**config.mk**
```make
export PLATFORM = sky130hd
export DESIGN_NAME = msgint_writer
export DESIGN_NICKNAME = d
export VERILOG_FILES = /design/src/rtl/msgint_pkg.sv /design/src/rtl/msgint_regs.sv /design/src/rtl/msgint_pend.sv /design/src/rtl/msgint_launch.sv /design/src/rtl/msgint_writer.sv
export SDC_FILE = /design/constraint.sdc
export NUM_CORES = 1
export LEC_CHECK = 0
export BUFFER_PORTS_ARGS = -buffer_cell sky130_fd_sc_hd__buf_2
export CAP_MARGIN = 20
export CORE_AREA = 5 5 127 129
export CTS_CLUSTER_DIAMETER = 80
export CTS_CLUSTER_SIZE = 30
export DETAILED_ROUTE_END_ITERATION = 6
export DIE_AREA = 0 0 132 134
export GPL_TIMING_DRIVEN = 0
export MAX_ROUTING_LAYER = met4
export PLACE_DENSITY_LB_ADDON = 0.25
export REMOVE_ABC_BUFFERS = 1
export SLEW_MARGIN = 25
export SYNTH_ARGS = -nofsm -noshare
export SYNTH_HDL_FRONTEND = slang
export SYNTH_SLANG_ARGS = --single-unit
```
**constraint.sdc**
```tcl
create_clock -name clk -period 1.67 [get_ports clk]
set_input_delay 0 -clock clk [delete_from_list [all_inputs] [get_ports clk]]
set_output_delay 0 -clock clk [all_outputs]
set_load 0.01 [all_outputs]
```
**src/rtl/msgint_pkg.sv**
```systemverilog
package msgint_pkg;

   localparam int unsigned CFG_AW = 8;
   localparam int unsigned MM_W   = 2;
   localparam int unsigned VFLD_W = 3;

   localparam logic [CFG_AW-1:0] OFS_CTRL = 8'h58;
   localparam logic [CFG_AW-1:0] OFS_ALO  = 8'h5C;
   localparam logic [CFG_AW-1:0] OFS_AHI  = 8'h60;
   localparam logic [CFG_AW-1:0] OFS_DATA = 8'h64;

   // Merge the vector number into the low mm bits of the programmed data.
   function automatic logic [15:0] fold_vector(input logic [15:0] base,
                                               input logic [MM_W-1:0] mm,
                                               input logic [VFLD_W-1:0] vec);
      logic [15:0] mask;
      mask = 16'((17'd1 << mm) - 17'd1);
      return (base & ~mask) | ({13'd0, vec} & mask);
   endfunction

endpackage

```
**src/rtl/msgint_regs.sv**
```systemverilog
module msgint_regs
   import msgint_pkg::*;
#(
   parameter bit HI_ADDR_EN = 1'b1
) (
   input  logic              clk,
   input  logic              rst_n,
   input  logic              cfg_we,
   input  logic [CFG_AW-1:0] cfg_addr,
   input  logic [31:0]       cfg_wdata,
   output logic [31:0]       cfg_rdata,
   output logic              enable,
   output logic [MM_W-1:0]   mm,
   output logic [31:0]       addr_lo,
   output logic [31:0]       addr_hi,
   output logic [15:0]       data
);

   always_ff @(posedge clk) begin
      if (!rst_n) begin
         enable  <= 1'b0;
         mm      <= '0;
         addr_lo <= '0;
         data    <= '0;
      end else if (cfg_we) begin
         case (cfg_addr)
            OFS_CTRL: begin
               enable <= cfg_wdata[0];
               mm     <= cfg_wdata[5:4];
            end
            OFS_ALO:  addr_lo <= cfg_wdata;
            OFS_DATA: data    <= cfg_wdata[15:0];
            default: ;
         endcase
      end
   end

   generate
      if (HI_ADDR_EN) begin : g_hi
         logic [31:0] hi_q;
         always_ff @(posedge clk) begin
            if (!rst_n)
               hi_q <= '0;
            else if (cfg_we && cfg_addr == OFS_AHI)
               hi_q <= cfg_wdata;
         end
         assign addr_hi = hi_q;
      end else begin : g_no_hi
         // 32-bit-only host: the high half is fixed at zero.
         assign addr_hi = '0;
      end
   endgenerate

   always_comb begin
      case (cfg_addr)
         OFS_CTRL: cfg_rdata = {26'd0, mm, 3'd0, enable};
         OFS_ALO:  cfg_rdata = addr_lo;
         OFS_AHI:  cfg_rdata = addr_hi;
         OFS_DATA: cfg_rdata = {16'd0, data};
         default:  cfg_rdata = '0;
      endcase
   end

   assert_ctrl_write_R2: assert property (@(posedge clk) disable iff (!rst_n)
      (cfg_we && cfg_addr == OFS_CTRL) |=> (enable == $past(cfg_wdata[0])));

endmodule

```
**src/rtl/msgint_pend.sv**
```systemverilog
module msgint_pend #(
   parameter int unsigned NUM_VEC = 8,
   parameter int unsigned VEC_W   = (NUM_VEC > 1) ? $clog2(NUM_VEC) : 1
) (
   input  logic               clk,
   input  logic               rst_n,
   input  logic               req,
   input  logic [VEC_W-1:0]   req_vec,
   input  logic               sblk,
   input  logic               take,
   input  logic [VEC_W-1:0]   take_vec,
   output logic [NUM_VEC-1:0] pend,
   output logic [NUM_VEC-1:0] elig
);

   generate
      for (genvar i = 0; i < NUM_VEC; i++) begin : g_vec
         logic set_i, clr_i;
         assign set_i = req  && (req_vec  == VEC_W'(i));
         assign clr_i = take && (take_vec == VEC_W'(i));

         always_ff @(posedge clk) begin
            if (!rst_n) begin
               pend[i] <= 1'b0;
               elig[i] <= 1'b0;
            end else if (clr_i) begin
               pend[i] <= set_i;
               elig[i] <= set_i && sblk;
            end else begin
               pend[i] <= pend[i] | set_i;
               elig[i] <= elig[i] | (sblk && (pend[i] | set_i));
            end
         end
      end
   endgenerate

   // a vector may only become eligible through a status-block pulse.
   assert_elig_pend_R5: assert property (@(posedge clk) disable iff (!rst_n)
      (elig & ~pend) == '0);
   assert_elig_needs_sblk_R5: assert property (@(posedge clk) disable iff (!rst_n)
      (!sblk && !take) |=> (elig == $past(elig)));

endmodule

```
**src/rtl/msgint_launch.sv**
```systemverilog
module msgint_launch
   import msgint_pkg::*;
#(
   parameter int unsigned NUM_VEC = 8,
   parameter int unsigned VEC_W   = (NUM_VEC > 1) ? $clog2(NUM_VEC) : 1
) (
   input  logic               clk,
   input  logic               rst_n,
   input  logic               enable,
   input  logic [NUM_VEC-1:0] elig,
   input  logic [MM_W-1:0]    mm,
   input  logic [31:0]        addr_lo,
   input  logic [31:0]        addr_hi,
   input  logic [15:0]        data,
   input  logic               m_ready,
   output logic               take,
   output logic [VEC_W-1:0]   take_vec,
   output logic               m_valid,
   output logic [63:0]        m_addr,
   output logic               m_addr64,
   output logic [31:0]        m_data
);

   logic               found;
   logic [NUM_VEC-1:0] grant;

   // Lowest-index-first selection.
   always_comb begin
      found    = 1'b0;
      take_vec = '0;
      grant    = '0;
      for (int i = 0; i < NUM_VEC; i++) begin
         if (elig[i] && !found) begin
            found    = 1'b1;
            take_vec = VEC_W'(i);
            grant[i] = 1'b1;
         end
      end
   end

   assign take = enable && !m_valid && found;

   always_ff @(posedge clk) begin
      if (!rst_n) begin
         m_valid  <= 1'b0;
         m_addr   <= '0;
         m_addr64 <= 1'b0;
         m_data   <= '0;
      end else if (take) begin
         m_valid  <= 1'b1;
         m_addr   <= {addr_hi, addr_lo};
         m_addr64 <= |addr_hi;
         m_data   <= {16'd0, fold_vector(data, mm, VFLD_W'(take_vec))};
      end else if (m_valid && m_ready) begin
         m_valid  <= 1'b0;
      end
   end

   assert_grant_onehot_R8: assert property (@(posedge clk) disable iff (!rst_n)
      $onehot0(grant));
   assert_hold_R7: assert property (@(posedge clk) disable iff (!rst_n)
      (m_valid && !m_ready) |=> (m_valid && $stable(m_addr) && $stable(m_data)
                                 && $stable(m_addr64)));
   assert_launch_enabled_R6: assert property (@(posedge clk) disable iff (!rst_n)
      $rose(m_valid) |-> $past(enable));
   assert_upper_zero_R3: assert property (@(posedge clk) disable iff (!rst_n)
      m_valid |-> (m_data[31:16] == 16'd0));

endmodule

```
**src/rtl/msgint_writer.sv**
```systemverilog
module msgint_writer
   import msgint_pkg::*;
#(
   parameter int unsigned NUM_VEC    = 8,
   parameter bit          HI_ADDR_EN = 1'b1
) (
   input  logic              clk,
   input  logic              rst_n,
   input  logic              cfg_we,
   input  logic [7:0]        cfg_addr,
   input  logic [31:0]       cfg_wdata,
   output logic [31:0]       cfg_rdata,
   input  logic              irq_req,
   input  logic [2:0]        irq_vec,
   input  logic              sblk_issued,
   output logic              m_valid,
   input  logic              m_ready,
   output logic [63:0]       m_addr,
   output logic              m_addr64,
   output logic [31:0]       m_data
);

   localparam int unsigned VEC_W = (NUM_VEC > 1) ? $clog2(NUM_VEC) : 1;

   initial begin
      if (NUM_VEC < 1 || NUM_VEC > (1 << VFLD_W))
         $error("NUM_VEC must lie between 1 and %0d", 1 << VFLD_W);
   end

   logic               enable;
   logic [MM_W-1:0]    mm;
   logic [31:0]        addr_lo, addr_hi;
   logic [15:0]        data;
   logic [NUM_VEC-1:0] pend, elig;
   logic               take;
   logic [VEC_W-1:0]   take_vec;
   logic               req_ok;

   // Requests naming a vector beyond NUM_VEC are discarded.
   assign req_ok = irq_req && (32'(irq_vec) < NUM_VEC);

   msgint_regs #(.HI_ADDR_EN(HI_ADDR_EN)) u_regs (
      .clk(clk), .rst_n(rst_n), .cfg_we(cfg_we), .cfg_addr(cfg_addr),
      .cfg_wdata(cfg_wdata), .cfg_rdata(cfg_rdata), .enable(enable), .mm(mm),
      .addr_lo(addr_lo), .addr_hi(addr_hi), .data(data)
   );

   msgint_pend #(.NUM_VEC(NUM_VEC), .VEC_W(VEC_W)) u_pend (
      .clk(clk), .rst_n(rst_n), .req(req_ok), .req_vec(VEC_W'(irq_vec)),
      .sblk(sblk_issued), .take(take), .take_vec(take_vec),
      .pend(pend), .elig(elig)
   );

   msgint_launch #(.NUM_VEC(NUM_VEC), .VEC_W(VEC_W)) u_launch (
      .clk(clk), .rst_n(rst_n), .enable(enable), .elig(elig), .mm(mm),
      .addr_lo(addr_lo), .addr_hi(addr_hi), .data(data), .m_ready(m_ready),
      .take(take), .take_vec(take_vec), .m_valid(m_valid), .m_addr(m_addr),
      .m_addr64(m_addr64), .m_data(m_data)
   );

   assert_take_pending_R9: assert property (@(posedge clk) disable iff (!rst_n)
      take |-> (pend != '0));

endmodule

```
# Yosys cells after proc, flatten, opt, wreduce, memory -nomap -nowiden
# Cells that the tools add are included.
# Widths: inputs -> output; s select.
word_totals:
  reg_bits: 181
  inputBits: 49
op_classes:
  addsub: 1
  n_eq_ne: 18
  shift: 1
  n_mux: 34
  bitwise_logic: 20
  n_reduce_logical: 58
op_table:
  columns: ["operator", "n"]
  rows:
  - ["$pmux 32 s4", 1]
  - ["$logic_and 1x1->1", 43]
  - ["$eq 8x7->1 const B", 4]
  - ["$reduce_or 32->1", 1]
  - ["$mux 1", 27]
  - ["$eq 3x3->1 const B", 8]
  - ["$and 16x16->16", 1]
  - ["$and 3x16->16", 1]
  - ["$not 16->16", 1]
  - ["$or 1x1->1", 16]
  - ["$or 16x16->16", 1]
  - ["$shl 1x2->16 const A", 1]
  - ["$sub 16x1->16 const B", 1]
  - ["$eq 3x2->1 const B", 4]
  - ["$mux 3", 4]
  - ["$logic_not 1->1", 8]
  - ["$eq 3x1->1 const B", 2]
  - ["$logic_not 3->1", 2]
  - ["$reduce_and 2->1", 3]
  - ["$mux 2", 2]
  - ["$reduce_bool 2->1", 1]

# Longest topological paths before layout
logic_depth:
  word_depth: 25
  ltp_mapped: 7

# Cells and area by module
# A second synthesis with hierarchy kept.
hier_totals:
  hier_cells: 879
  area_unflattened_um2: 7930.1
modules_own_cells:
  columns: ["mod", "instances", "cells_each", "area_each_um2"]
  rows:
  - ["msgint_regs", 1, 390, 3757.4]
  - ["msgint_launch", 1, 407, 3434.5]
  - ["msgint_pend", 1, 82, 738.2]

# Worst setup path after synthesis
# No wires, ideal clock.
synth_path:
  path_type: "register -> register"
  from: "register u_pend.elig[0]"
  to: "register u_launch.m_data[13]"
  arrival_time_ps: 1457
  setup_slack_ps: 143
  path_stages_with_launch: 8
  path_buffers: 3
  synth_period_minus_slack_ps: 1527
  path_cell_list: "dfxtp_1 buf_2 nor4_4 a21o_1 buf_2 buf_4 nand2_1 a21boi_1"
synth_between:
  elab_chain_cells: 23
synth_rtl:
  columns: ["element", "line", "text"]
  rows:
  - ["from (decl)", "msgint_pend.sv:13", "output logic [NUM_VEC-1:0] elig"]
  - ["from (signal, indexed assignment)", "msgint_pend.sv:28", "elig[i] <= set_i && sblk;"]
  - ["from (signal, indexed assignment)", "msgint_pend.sv:31", "elig[i] <= elig[i] | (sblk && (pend[i] | set_i));"]
  - ["$mux 1 (*)", "msgint_launch.sv:33", "if (elig[i] && !found) begin"]
  - ["$logic_not 1->1", "msgint_launch.sv:33", null]
  - ["$logic_and 1x1->1", "msgint_launch.sv:33", null]
  - ["$mux 1 (*)", "msgint_launch.sv:33", null]
  - ["$logic_not 1->1", "msgint_launch.sv:33", null]
  - ["$logic_and 1x1->1", "msgint_launch.sv:33", null]
  - ["$mux 1 (*)", "msgint_launch.sv:33", null]
  - ["$logic_not 1->1", "msgint_launch.sv:33", null]
  - ["[7 not listed]", null, null]
  - ["$mux 1 (*)", "msgint_launch.sv:33", null]
  - ["$logic_not 1->1", "msgint_launch.sv:33", null]
  - ["$logic_and 1x1->1", "msgint_launch.sv:33", null]
  - ["$mux 1 (*)", "msgint_launch.sv:33", null]
  - ["$logic_not 1->1", "msgint_launch.sv:33", null]
  - ["$logic_and 1x1->1", "msgint_launch.sv:33", null]
  - ["$mux 1 (*)", "msgint_launch.sv:33", null]
  - ["$logic_and 1x1->1 (*)", "msgint_launch.sv:41", "assign take = enable && !m_valid && found;"]
  - ["to (signal assigned)", "msgint_launch.sv:53", "m_data <= {16'd0, fold_vector(data, mm, VFLD_W'(take_vec))};"]
  - ["to (decl)", "msgint_launch.sv:21", "output logic [31:0] m_data"]
# Mark *: on every way between the ends. The rest lies on a longest branch, timed or not.
# A chain may end at the register's enable or synchronous reset.

# Worst setup path in the final report
layout_path:
  from: "register u_pend.elig[0]"
  to: "register u_launch.m_addr[8]"
layout_between:
  elab_chain_cells: 23
layout_rtl:
  columns: ["element", "line", "text"]
  rows:
  - ["$mux 1 (*)", "msgint_launch.sv:33", null]
  - ["$logic_not 1->1", "msgint_launch.sv:33", null]
  - ["$logic_and 1x1->1", "msgint_launch.sv:33", null]
  - ["$mux 1 (*)", "msgint_launch.sv:33", null]
  - ["$logic_not 1->1", "msgint_launch.sv:33", null]
  - ["$logic_and 1x1->1", "msgint_launch.sv:33", null]
  - ["$mux 1 (*)", "msgint_launch.sv:33", null]
  - ["$logic_not 1->1", "msgint_launch.sv:33", null]
  - ["[7 not listed]", null, null]
  - ["$mux 1 (*)", "msgint_launch.sv:33", null]
  - ["$logic_not 1->1", "msgint_launch.sv:33", null]
  - ["$logic_and 1x1->1", "msgint_launch.sv:33", null]
  - ["$mux 1 (*)", "msgint_launch.sv:33", null]
  - ["$logic_not 1->1", "msgint_launch.sv:33", null]
  - ["$logic_and 1x1->1", "msgint_launch.sv:33", null]
  - ["$mux 1 (*)", "msgint_launch.sv:33", null]
  - ["$logic_and 1x1->1 (*)", "msgint_launch.sv:41", null]
  - ["to (signal assigned)", "msgint_launch.sv:51", "m_addr <= {addr_hi, addr_lo};"]
  - ["to (decl)", "msgint_launch.sv:19", "output logic [63:0] m_addr,"]
# Marked as above.

==> results.md <==
* Finished Layout Cells at 1282
* Most frequent cell after synthesis: nand2_1
* Layout Area Growth over Synthesis at 27.8%
* Clock share of power at 44.3%
* GRT met3 Usage at 4.84%
* Final #Nets at 1131
* Final Hold Viols at 0
* Final GP Congestion at 0.840
* Core ar. at 0.0149 mm2
* Pin count of the biggest net entering global routing at 105
* CTS max path bufs at 2
* Synthesized cell area at 0.00786 mm2
* CP required at 2030 ps
* P_leak at 4.02 nW
* CTS tree: done
* Clock net sink count at 181
* H-tree depth at 4
* Layout cells sized above 1 at 23.8%
* Max VDD drop at 0.683 mV
* RSZ-0062 raised after global routing: true
* DRT iter0 DRCs at 348
* Seq pwr share at 50.2%
* Cell count after synthesis at 881
* Netlist cell types at 55
* Post-synth top area cell: dfxtp_1
* Setup TNS at 0 ps
* Hold_sp: rst_n
* Crit-path max FO at 25
* Crit path launch type: flop
* Max-cap violations at 0
* Port bufs at 162
* DRT antenna net count at 0
* Yosys reg bits at 181
* Comb pwr share at 5.5%
* CP max stage delay at 380 ps
* M2 GR Usage at 38.3%
* Synth warnings at 0
* Final setup fails at 0
* Antenna cells at 0
* Final Cycle Share at 97.2%
* Critical Path AT at 1980 ps
* CTS clk-pin slew, worst paths at 70 ps
* First-pass GRT wire length at 33300 um
* Post-synth top area share at 46.1%
* First-pass DRT Iterations at 6
* Max-slew headroom at 49.1%
* Placed Cells incl. Taps at 1189
* Top-level I/O count at 179
* Synth cell count leaders: nand2_1, dfxtp_1, a21boi_1
* GRT overflow at 0
* P_sw at 2.02 mW
* Synth area leaders: dfxtp_1, nand2_1, a21boi_1
* Wire length per cell at 16.8 um
* Synthesized area per cell at 8.92 um2
* DR vias/cell at 5.30
* Worst-Margin Slew at 764 ps
* Worst r2r src: u_pend.elig[0]$_SDFF_PN0_
* Chip height at 134 um
* Outcome: finished clean
* Final min period at 1620 ps
* Grt peak-use layer: met2
* Fmax at 0.616 GHz
* Crit. Startpoint: u_pend.elig[0]$_SDFF_PN0_
* Fill count at 1247
* FP Rows at 45
* GRT Total Usage at 23.7%
* Worst-Skew Late Latency at 430 ps
* Number of synthesized flops with an enable pin at 0
* Sw Share at 23.3%
* Num CTS Buffers at 17
* Register area share after synthesis at 46.1%
* Clock skew at 9.23 ps
* CTS root buf: clkbuf_16
* DIE WIDTH at 132 um
* Cell Int Power at 6.66 mW
* CP Cell Sequence: nor4_4, buf_4, a21o_4, clkbuf_16, nand2_1, a21boi_1
* Initial Util at 52.7%
* Critical path's slowest cell: dfxtp_4
* Ys async rst share at 0%
* Post-Route WL at 21600 um
* Antenna violations before repair at 0
* Most used DFF post-synth: dfxtp_1
* Hold crit path type: in -> reg
* Met1 GRT Util at 30.4%
* Total Power at 8.69 mW
* Die footprint at 0.0177 mm2
* DRC at 0
* CP endpoint kind: flop
* Crit path kind: reg -> reg
* Slew Viols, Final at 0
* Post-detail-place hpwl at 13400 um
* Vias in the first global route at 6290
* Routed via count at 6790
* Pwr Density at 865 mW/mm2
## worst max-delay path, delay by kind of cell, from the launching register on
kind	cells	cell delay [ps]
compound gates	2	340
simple gates	2	410
buf+inv	2	410
flops	1	380
## power by group through the flow
stage	Sequential [mW]	Combinational [mW]	Clock, mW
after floorplan	4.45	0.159	0
after global placement	4.45	0.338	0
after detailed placement	4.45	0.343	0
after CTS	4.36	0.463	3.90
after global routing	4.36	0.516	4.10
final	4.36	0.481	3.85
## final timing paths
check	end	slack, ps	depth (start not counted)
hold reg to reg	u_launch.m_addr[38]$_SDFFE_PN0P_	450	2
setup reg to reg	u_launch.m_addr[8]$_SDFFE_PN0P_	50	6
setup / recovery	u_launch.m_addr[8]$_SDFFE_PN0P_	50	6
hold / removal	u_regs.addr_lo[27]$_SDFFE_PN0P_	30	2
## cell families (layout without fill, tap and decap cells)
family,count (synthesis),count (layout),share of synthesized area (%)
compound gates,184,186,17.3
fa+ha+maj,1,1,0.159
buf+inv,78,274,5.60
flops,181,181,46.1
mux,57,57,7.26
other cells,1,16,0.0477
simple gates,379,379,23.5
## area by class of cell
cell class | instances | area, um2 | share of cell area, %
timing repair buffer | 239 | 1670 | 16.6
inverter | 3 | 11.3 | 0.112
clock buffer | 20 | 437 | 4.35
clock inverter | 12 | 119 | 1.18
tap | 188 | 235 | 2.34
multi-input combinational | 639 | 3940 | 39.2
sequential | 181 | 3640 | 36.2
## cells in the final DEF (no fill, tap or decap), types with 5 or more instances in the layout
master and count:
dlygate4sd3_1 38, nor4_4 6, clkbuf_16 20, nand2_1 250
conb_1 16, o22ai_1 5, nor2_1 5, nor4_1 8
nor2b_1 62, buf_4 23, mux2i_1 57, buf_2 161
a21oi_1 5, dfxtp_1 174, nand3_1 7, a22o_1 16
o21ai_0 11, dfxtp_2 5, buf_6 7, nand4_1 5
a21boi_1 112, a22oi_1 13
## routing by layer
metal	up-vias	share of wire [%]
met5	-	0
met4	0	1.6
met3	35	6.1
met2	225	48
met1	3164	44
li1	3366	-
## registers in the layout (all words and copies together) (netlist names), 2 cells and up
name / count
u_launch.m_addr: 64
u_launch.m_data: 16
u_pend.elig: 8
u_pend.pend: 8
u_regs.addr_hi: 32
u_regs.addr_lo: 32
u_regs.data: 16
u_regs.mm: 2
## through the flow
stage | cell area [um2] | setup slack [ps] | utilization [%] | hold slack (ps)
floorplan | 7490 | -1130 | - | 98.9
global placement | 8540 | -2560 | 57.2 | 261
detailed placement | 8830 | -388 | 59.2 | 263
CTS | 9920 | -10.1 | 66.5 | 25.4
global route | 10000 | -53.5 | 67.3 | 55.2
finish | 10000 | 46.5 | 67.3 | 26.6
## what timing repair did
item | CTS | global route
gates cloned | 2 | 2
setup endpoints to repair | 109 | 96
pin swaps | 10 | 5
resized for setup | 6 | 15
setup buffers | 15 | 5
endpoints found under the hold margin | 97 | 0
hold buffers | 38 | 0
No activity file was read; power rests on OpenSTA's default activity.
